==> src/rtl/irlAggPkg.sv <==
package irlAggPkg;

  localparam int BOARD_SRC_N = 9;
  localparam int SLOT_SRC_N  = 4;
  localparam int SRC_TOTAL   = BOARD_SRC_N + SLOT_SRC_N;

  typedef enum logic [1:0] {
    RD_ZERO = 2'd0,
    RD_MASK = 2'd1,
    RD_VER  = 2'd2,
    RD_PORT = 2'd3
  } rdSel_e;

  typedef struct packed {
    logic   maskWr;
    logic   portWr;
    logic   offWr;
    logic   rdEn;
    rdSel_e rdSel;
  } busStrobe_t;

  // Source index: 0..8 on-board devices, 9..12 slots 0..3
  function automatic int srcBitPos(input int idx);
    case (idx)
      0:  return 9;
      1:  return 8;
      2:  return 10;
      3:  return 6;
      4:  return 5;
      5:  return 4;
      6:  return 7;
      7:  return 0;
      8:  return 15;
      9:  return 14;
      10: return 13;
      11: return 12;
      12: return 11;
      default: return 1;
    endcase
  endfunction

  function automatic int srcPrio(input int idx);
    case (idx)
      0:  return 1;
      1:  return 2;
      2:  return 4;
      3:  return 5;
      4:  return 6;
      5:  return 7;
      6:  return 8;
      7:  return 11;
      8:  return 12;
      9:  return 9;
      10: return 10;
      11: return 3;
      12: return 0;
      default: return 15;
    endcase
  endfunction

endpackage

==> src/rtl/irlAggControl.sv <==
module irlAggControl
  import irlAggPkg::*;
#(
  parameter int ADDR_W = 6
) (
  input  logic              clk,
  input  logic              rstN,
  input  logic              busSel,
  input  logic              busWe,
  input  logic [ADDR_W-1:0] busAddr,
  output busStrobe_t        strobe,
  output logic              shutdownReq
);

  localparam logic [ADDR_W-1:0] OFF_MASK  = ADDR_W'(8'h00);
  localparam logic [ADDR_W-1:0] OFF_POWER = ADDR_W'(8'h30);
  localparam logic [ADDR_W-1:0] OFF_VER   = ADDR_W'(8'h32);
  localparam logic [ADDR_W-1:0] OFF_PORT  = ADDR_W'(8'h36);

  logic wrAcc;
  logic rdAcc;
  logic offPulse;

  assign wrAcc = busSel && busWe;
  assign rdAcc = busSel && !busWe;

  always_comb begin
    strobe        = '0;
    strobe.rdSel  = RD_ZERO;
    strobe.rdEn   = rdAcc;
    strobe.maskWr = wrAcc && (busAddr == OFF_MASK);
    strobe.portWr = wrAcc && (busAddr == OFF_PORT);
    strobe.offWr  = wrAcc && (busAddr == OFF_POWER);
    unique case (busAddr)
      OFF_MASK: strobe.rdSel = RD_MASK;
      OFF_VER:  strobe.rdSel = RD_VER;
      OFF_PORT: strobe.rdSel = RD_PORT;
      default:  strobe.rdSel = RD_ZERO;
    endcase
  end

  always_ff @(posedge clk) begin
    if (!rstN) offPulse <= 1'b0;
    else       offPulse <= strobe.offWr;
  end

  assign shutdownReq = offPulse;


  shutdown_cause_chk: assert property (@(posedge clk) disable iff (!rstN)
    shutdownReq |-> $past(busSel && busWe && (busAddr == OFF_POWER)));


  wr_onehot_chk: assert property (@(posedge clk) disable iff (!rstN)
    $onehot0({strobe.maskWr, strobe.portWr, strobe.offWr}));

endmodule

==> src/rtl/irlAggDatapath.sv <==
module irlAggDatapath
  import irlAggPkg::*;
#(
  parameter int          DATA_W     = 16,
  parameter int          LEVEL_W    = 4,
  parameter int          SRC_N      = 13,
  parameter logic [15:0] VERSION_ID = 16'h0001
) (
  input  logic               clk,
  input  logic               rstN,
  input  logic [SRC_N-1:0]   srcIn,
  input  logic [DATA_W-1:0]  wrData,
  input  busStrobe_t         strobe,
  output logic [DATA_W-1:0]  rdData,
  output logic [LEVEL_W-1:0] irlOut,
  output logic [DATA_W-1:0]  portOut
);

  localparam logic [LEVEL_W-1:0] IDLE_LEVEL = {LEVEL_W{1'b1}};

  logic [DATA_W-1:0]  statusVec;
  logic [DATA_W-1:0]  maskReg;
  logic [DATA_W-1:0]  portReg;
  logic [DATA_W-1:0]  actVec;
  logic [LEVEL_W-1:0] candLvl [SRC_N];
  logic [LEVEL_W-1:0] bestLvl;
  logic [LEVEL_W-1:0] irlReg;

  // Raw status follows the pins; unused bit positions stay zero
  always_comb begin
    statusVec = '0;
    for (int i = 0; i < SRC_N; i++) begin
      statusVec[srcBitPos(i)] = srcIn[i];
    end
  end

  assign actVec = statusVec & maskReg;

  for (genvar g = 0; g < SRC_N; g++) begin : g_cand
    localparam int BIT_POS = srcBitPos(g);
    localparam logic [LEVEL_W-1:0] PRIO = LEVEL_W'(srcPrio(g));
    assign candLvl[g] = actVec[BIT_POS] ? PRIO : IDLE_LEVEL;
  end

  always_comb begin
    bestLvl = IDLE_LEVEL;
    for (int i = 0; i < SRC_N; i++) begin
      if (candLvl[i] < bestLvl) bestLvl = candLvl[i];
    end
  end

  always_ff @(posedge clk) begin
    if (!rstN) begin
      maskReg <= '0;
      portReg <= '0;
      irlReg  <= '0;
    end else begin
      if (strobe.maskWr) maskReg <= wrData;
      if (strobe.portWr) portReg <= wrData;
      irlReg <= bestLvl ^ IDLE_LEVEL;
    end
  end

  always_ff @(posedge clk) begin
    if (!rstN) begin
      rdData <= '0;
    end else if (strobe.rdEn) begin
      unique case (strobe.rdSel)
        RD_MASK: rdData <= maskReg;
        RD_VER:  rdData <= DATA_W'(VERSION_ID);
        RD_PORT: rdData <= portReg;
        default: rdData <= '0;
      endcase
    end
  end

  assign irlOut  = irlReg;
  assign portOut = portReg;


  idle_output_chk: assert property (@(posedge clk) disable iff (!rstN)
    ($past(actVec) == '0) |-> (irlOut == '0));


  masked_quiet_chk: assert property (@(posedge clk) disable iff (!rstN)
    ($past(maskReg) == '0) |-> (irlOut == '0));


  mask_hold_chk: assert property (@(posedge clk) disable iff (!rstN)
    !$past(strobe.maskWr) |-> (maskReg == $past(maskReg)));


  port_hold_chk: assert property (@(posedge clk) disable iff (!rstN)
    !$past(strobe.portWr) |-> $stable(portReg));

endmodule

==> src/rtl/irlAggTop.sv <==
module irlAggTop
  import irlAggPkg::*;
#(
  parameter int          ADDR_W     = 6,
  parameter int          DATA_W     = 16,
  parameter int          LEVEL_W    = 4,
  parameter logic [15:0] VERSION_ID = 16'h0001
) (
  input  logic               clk,
  input  logic               rstN,
  input  logic [8:0]         boardIrq,
  input  logic [3:0]         pciSlotIrq,
  input  logic               busSel,
  input  logic               busWe,
  input  logic [ADDR_W-1:0]  busAddr,
  input  logic [DATA_W-1:0]  busWdata,
  output logic [DATA_W-1:0]  busRdata,
  output logic [LEVEL_W-1:0] irlOut,
  output logic               shutdownReq,
  output logic [DATA_W-1:0]  portOut
);

  localparam int SRC_N = BOARD_SRC_N + SLOT_SRC_N;

  busStrobe_t       strobe;
  logic [SRC_N-1:0] srcIn;

  assign srcIn = {pciSlotIrq, boardIrq};

  irlAggControl #(
    .ADDR_W(ADDR_W)
  ) u_ctrl (
    .clk        (clk),
    .rstN       (rstN),
    .busSel     (busSel),
    .busWe      (busWe),
    .busAddr    (busAddr),
    .strobe     (strobe),
    .shutdownReq(shutdownReq)
  );

  irlAggDatapath #(
    .DATA_W    (DATA_W),
    .LEVEL_W   (LEVEL_W),
    .SRC_N     (SRC_N),
    .VERSION_ID(VERSION_ID)
  ) u_dp (
    .clk    (clk),
    .rstN   (rstN),
    .srcIn  (srcIn),
    .wrData (busWdata),
    .strobe (strobe),
    .rdData (busRdata),
    .irlOut (irlOut),
    .portOut(portOut)
  );

endmodule

==> config.mk <==
export PLATFORM = sky130hd
export DESIGN_NAME = irlAggTop
export DESIGN_NICKNAME = d
export VERILOG_FILES = /design/src/rtl/irlAggPkg.sv /design/src/rtl/irlAggControl.sv /design/src/rtl/irlAggDatapath.sv /design/src/rtl/irlAggTop.sv
export SDC_FILE = /design/constraint.sdc
export NUM_CORES = 1
export LEC_CHECK = 0
export ABC_AREA = 1
export BUFFER_PORTS_ARGS = -buffer_cell sky130_fd_sc_hd__buf_2
export CAP_MARGIN = 20
export CORE_MARGIN = 2
export CORE_UTILIZATION = 56
export CTS_CLUSTER_SIZE = 24
export DETAILED_ROUTE_END_ITERATION = 8
export HOLD_SLACK_MARGIN = 0.12
export PLACE_DENSITY_LB_ADDON = 0.3
export SYNTH_ARGS = -nofsm -noshare
export SYNTH_HDL_FRONTEND = slang
export SYNTH_SLANG_ARGS = --single-unit
==> constraint.sdc <==
create_clock -name clk -period 12.9 [get_ports clk]
set_input_delay 0.645 -clock clk [delete_from_list [all_inputs] [get_ports clk]]
set_output_delay 0.645 -clock clk [all_outputs]
set_load 0.02 [all_outputs]
======== Word-level counts from Yosys, hierarchy flattened ========
Cells that the tools add are included.
storage, ports and cells
  register bits after elaboration ......... 53
  latch bits .............................. 0
  bits in writable memories ............... 0
  ROM bits ................................ 0
  input bits .............................. 39
  output and inout port bits .............. 37
  logic and storage cells ................. 61
  memories ................................ 0
cells by class
  add/sub/neg operators ................... 0
  multipliers ............................. 0
  divide/modulo/power cells ............... 0
  magnitude comparators ................... 13
  eq/ne operators ......................... 6
  shift operators ......................... 0
  muxes and demuxes ....................... 28
  bitwise operators ....................... 2
  reduce and logical (&&, ||, !) cells .... 7
operators with widths
  operator                                                          number
  4-bit 2-to-1 mux                                                  21
  4-bit less-than comparator                                        12
  16-bit one-hot mux with 3 select lines                            1
  6-bit == test (second input constant)                             3
  16-bit bitwise AND                                                1
  3-bit 2-to-1 mux                                                  4
  6-bit zero test                                                   1
  2-bit one-hot mux with 3 select lines                             1
  1-bit logical AND                                                 5
  2-bit == test (second input constant)                             2
  4-bit less-than comparator (second input constant)                1
  4-bit inverter                                                    1
  2-bit by 1-bit == test with 1-bit output (second input constant)  1
  2-bit 2-to-1 mux                                                  1
  1-bit zero test                                                   1

======== Depth between registers and ports, before layout ========
  depth after elaboration ................. 29
  gate-level depth with buffers ........... 48
  gate-level depth less buffers ........... 48

======== Hierarchy ========
Synthesis repeated with hierarchy kept, for this count alone.
second synthesis, totals
  cells, all modules ...................... 415
  area, all modules ....................... 2841.5 um^2
modules (own cells, without submodules)
  module          instances  cells each  area each (um^2)  sequential area each (um^2)
  irlAggDatapath  1          387         2695.1            1041.0
  irlAggControl   1          28          146.4             20.0

======== Worst setup path after synthesis ========
No wires, ideal clock.
  path kind ............................... input -> register
  from .................................... input port boardIrq[1]
  to ...................................... register u_dp.irlReg[0] (netlist: u_dp.irlOut[0])
  library setup time ...................... 0.070 ns
  data arrival time ....................... 5.101 ns
  required time ........................... 12.830 ns
  path slack .............................. 7.729 ns
  stages on the path ...................... 42
  path buffers ............................ 0
  cells stage by stage .................... nand2_2 > nand2_2 > nor2_1 > inv_1 > ha_1 > a21oi_2 > nand2_1 > nand2_1 > nand2_1 > nand2_1 > nand2_1 > nand2_1 > nand2_1 > a221oi_1 > ha_1 > nand2_2 > nand2_1 > nand2_1 > [6 not listed] > nand2_2 > nand3_2 > nand2_2 > nand2_2 > nand2_1 > o21ai_1 > ha_1 > nor2_1 > nand3_1 > nand3_2 > nand2_2 > a221oi_1 > ha_1 > nand2_1 > nand2_1 > nand2_1 > nand3_1 > a21oi_1
on the way
  cells in the longest elaborated chain, start to end .. 27
ends and longest elaborated chain
  what                               line                  text
  start: declaration                 irlAggTop.sv:11       input logic [8:0] boardIrq,
  16-bit bitwise AND *               irlAggDatapath.sv:37  assign actVec = statusVec & maskReg;
  4-bit 2-to-1 mux *                 irlAggDatapath.sv:42  assign candLvl[g] = actVec[BIT_POS] ? PRIO : IDLE_LEVEL;
  4-bit less-than comparator         irlAggDatapath.sv:48  if (candLvl[i] < bestLvl) bestLvl = candLvl[i];
  4-bit 2-to-1 mux *                 irlAggDatapath.sv:48
  4-bit less-than comparator         irlAggDatapath.sv:48
  4-bit 2-to-1 mux *                 irlAggDatapath.sv:48
  4-bit less-than comparator         irlAggDatapath.sv:48
  4-bit 2-to-1 mux *                 irlAggDatapath.sv:48
  [11 not listed]                    -
  4-bit 2-to-1 mux *                 irlAggDatapath.sv:48
  4-bit less-than comparator         irlAggDatapath.sv:48
  4-bit 2-to-1 mux *                 irlAggDatapath.sv:48
  4-bit less-than comparator         irlAggDatapath.sv:48
  4-bit 2-to-1 mux *                 irlAggDatapath.sv:48
  4-bit less-than comparator         irlAggDatapath.sv:48
  4-bit 2-to-1 mux *                 irlAggDatapath.sv:48
  4-bit inverter (no source line) *  -
  end signal: assignment             irlAggDatapath.sv:60  irlReg <= bestLvl ^ IDLE_LEVEL;
  end: declaration                   irlAggDatapath.sv:27  logic [LEVEL_W-1:0] irlReg;
Every way passes the cells marked *; elsewhere a longest branch is shown, timed or not.
A chain may end at the register's enable or synchronous reset.

======== Worst setup path in the final report ========
  from .................................... input port boardIrq[1]
  to ...................................... register u_dp.irlReg[2] (netlist: u_dp.irlOut[2])
Same word-level chain as after synthesis.

==> impl_results.md <==
- Top cell type's share of synthesized area: 0.386
- Initial Util: 0.583
- Core area: about 4700 µm²
- Pwr dens: 90.1 nW/µm²
- DRT Pass-1 Iters: 4
- Synth warn: 0
- Detail Route met2 WL: approximately 3100 µm
- Area Growth Syn to Fin: 18.0%
- Slowest cell on crit path: a221oi_1
- Area leader, netlist: dfxtp_1
- Global-route wire length before repair: 10,400 µm
- Slew @ Worst Pin: 0.789 ns
- Critical Path End Type: flop
- Ys async rst share: 0
- Filler Cell Count: ~430
- Cts repair resizes: 0
- Required @ worst endpoint: roughly 13 ns
- Yosys reg bits: 53
- Overall die area: between 5000 and 6000 µm²
- Uppermost routed layer: met4
- Worst EP arrival: 5.91 ns
- Critical path's largest stage delay: approximately 0.37 ns
- Hold buffer count at CTS: 0
- Detailed placement HPWL: around 4700 µm
- Sequential area share after synthesis: 0.386
- Initial DRC Count: 89
- Port Buffers: 75
- Placer Congestion: about 0.85
- Die span in x: between 70 and 80 µm
- Syn avg cell area: about 7.2 µm²
- Worst VDD drop: 0.0000819 V
- Fin crit share: 0.439
- Final Setup Violations: 0
- Prevailing post-synth register cell: dfxtp_1
- Placed cell count: between 500 and 600
- Post-synth EDFFs: 0
- Post-CTS setup buffers: 0
- Via count: 2,648
- Clock Path Buffers: 2
- Final min period: approximately 5.7 ns
- Io pins: 76
- Synthesized instance count: 380
- Met3 WL: about 330 µm
- CTS tree: yes
- DRC violations left: 0
- Post-Syn Area: about 2800 µm²
- Outcome: finished, final reports clean
- Vias per std cell: slightly above 5
- Pins Over Slew Limit: 0
- Fin. Hold Viols: 0
- Mapped Nets: about 430
- Setup CP Type: in2reg
- Largest net degree at the start of global routing: 50
- Number of global-route vias before repair: ~2,500
- Max cap viols: 0
- Worst-path clk slew: around 0.10 ns
- Highest Clock Rate: between 0.15 and 0.2 GHz
- DRT Wirelength: 6340 µm
- LEAKAGE: approximately 1.6 nW
- Worst Hold Class: reg2reg
- Post-Route Skew: approximately 0.0063 ns
- Top cells by area, synth: dfxtp_1 39%, inv_1 9.8%, nand2_1 7.9%
- TritonCTS buffer count: 5
- Multi-input gate area: roughly 1400 µm²
- Clock sink count: 53
- Initial antenna violation count: 0
- Clock latency on the worst-skew pair: slightly above 0.3 ns
- DRT met1 WL: 2820 µm
- Slew headroom: 0.473
- Overflow after GRT: 0
- Placement Rows: 25
- Die Y: 74.1 µm
- H-tree levels: 2
- Crit start category: input pin
- NumNets Final: 500
- Root buffer cell: clkbuf_8
- Mean routed wirelength per cell: 12.3 µm
- Layout cells sized above 1: 0.237
- Most used cell, CP: nand2_1
- Setup repair after global routing missed its margin: no
- Synth cell types: 26
- FF-to-FF path depth: 42
- FF/Latch Area: about 1100 µm²
- Worst hold stages: 2
- Final non-filler cell total: around 510
- Setup TNS Final: 0 ns
- CP Max Fanout: 5
- GRT Overall Usage: 0.239
- Post-DRT Antenna Nets: 0
- N_diodes: 0
[critical path, delay by kind of cell]
family | cells | cell delay [ns]
AO/OA/AOI/OAI | 5 | 1.14
adder cells (fa/ha/maj) | 5 | 1.20
buffers and inverters | 3 | 0.21
AND/OR/NAND/NOR | 30 | 2.71
[cells in the mapped netlist, types with 2 or more instances]
cell type / count
nor3b_1: 2
a21oi_1: 39
o21ai_0: 34
inv_2: 2
nand3_1: 13
o211ai_1: 17
nor2_1: 17
dfxtp_1: 53
o221ai_1: 13
nand2_2: 14
clkbuf_1: 17
inv_1: 72
ha_1: 15
a221oi_1: 2
nand3_2: 2
nand2_1: 58
[placed cells by master (no fill, tap or decap), drive strengths merged]
cell and n:
a21oi 40, a221oi 2, a31oi 1, and2 1, buf 76, clkbuf 5, clkinv 1, clkinvlp 1
dfxtp 53, ha 15, inv 75, nand2 72, nand3 15, nand4 1, nor2 17, nor3 2
nor3b 2, nor4 1, o211ai 17, o21ai 35, o221ai 13, or2 1, or4 1
[stage by stage]
step	hold slack, ns	worst slack [ns]	util	power (mW)	area (µm²)
4_1_cts	0.463	7.28	0.687	0.296	3250
3_5_place_dp	0.448	6.97	0.668	0.203	3160
2_1_floorplan	0.429	7.73	-	0.190	2750
3_3_place_gp	0.445	7.34	0.668	0.202	3160
5_1_grt	0.500	6.70	0.687	0.305	3250
6_report	0.461	7.23	0.687	0.293	3250
[where the power goes]
part	switching, mW	internal [mW]
Clock	0.0547	0.0386
Sequential	0.00157	0.167
Combinational	0.0188	0.0120
[layout make-up]
cell class	count	share of cell area
well taps	67	0.0258
flip-flops and latches	53	0.327
multi-input cells	236	0.416
clock inverters	3	0.00655
inverters	74	0.0855
repair buffers	76	0.118
clock buffers	5	0.0212
[final timing paths]
check                                       end  slack, ns            start
worst max-delay path             u_dp.irlOut[2]       7.23      boardIrq[1]
worst min-delay path            u_dp.maskReg[1]       0.46  u_dp.maskReg[1]
worst max register to register   u_dp.irlOut[2]       7.34  u_dp.maskReg[9]
worst min register to register  u_dp.maskReg[1]       0.46  u_dp.maskReg[1]
[per-layer routing]
layer  up-vias  global-route usage
li1       1393                   -
met1      1191               0.291
met2        58               0.428
met3         6              0.0583
met4         0              0.0505
met5         -                   0
[flip-flops by register name, indices dropped and copies added (netlist names)]
signal / cells
u_ctrl.shutdownReq: 1
u_dp.irlOut: 4
u_dp.maskReg: 16
u_dp.portOut: 16
u_dp.rdData: 16
[cells by family after synthesis]
family,synth area share
fa+ha+maj,0.0682
flops,0.386
simple gates,0.188
buf+inv,0.124
compound gates,0.234
No activity file was read; power rests on OpenSTA's default activity.
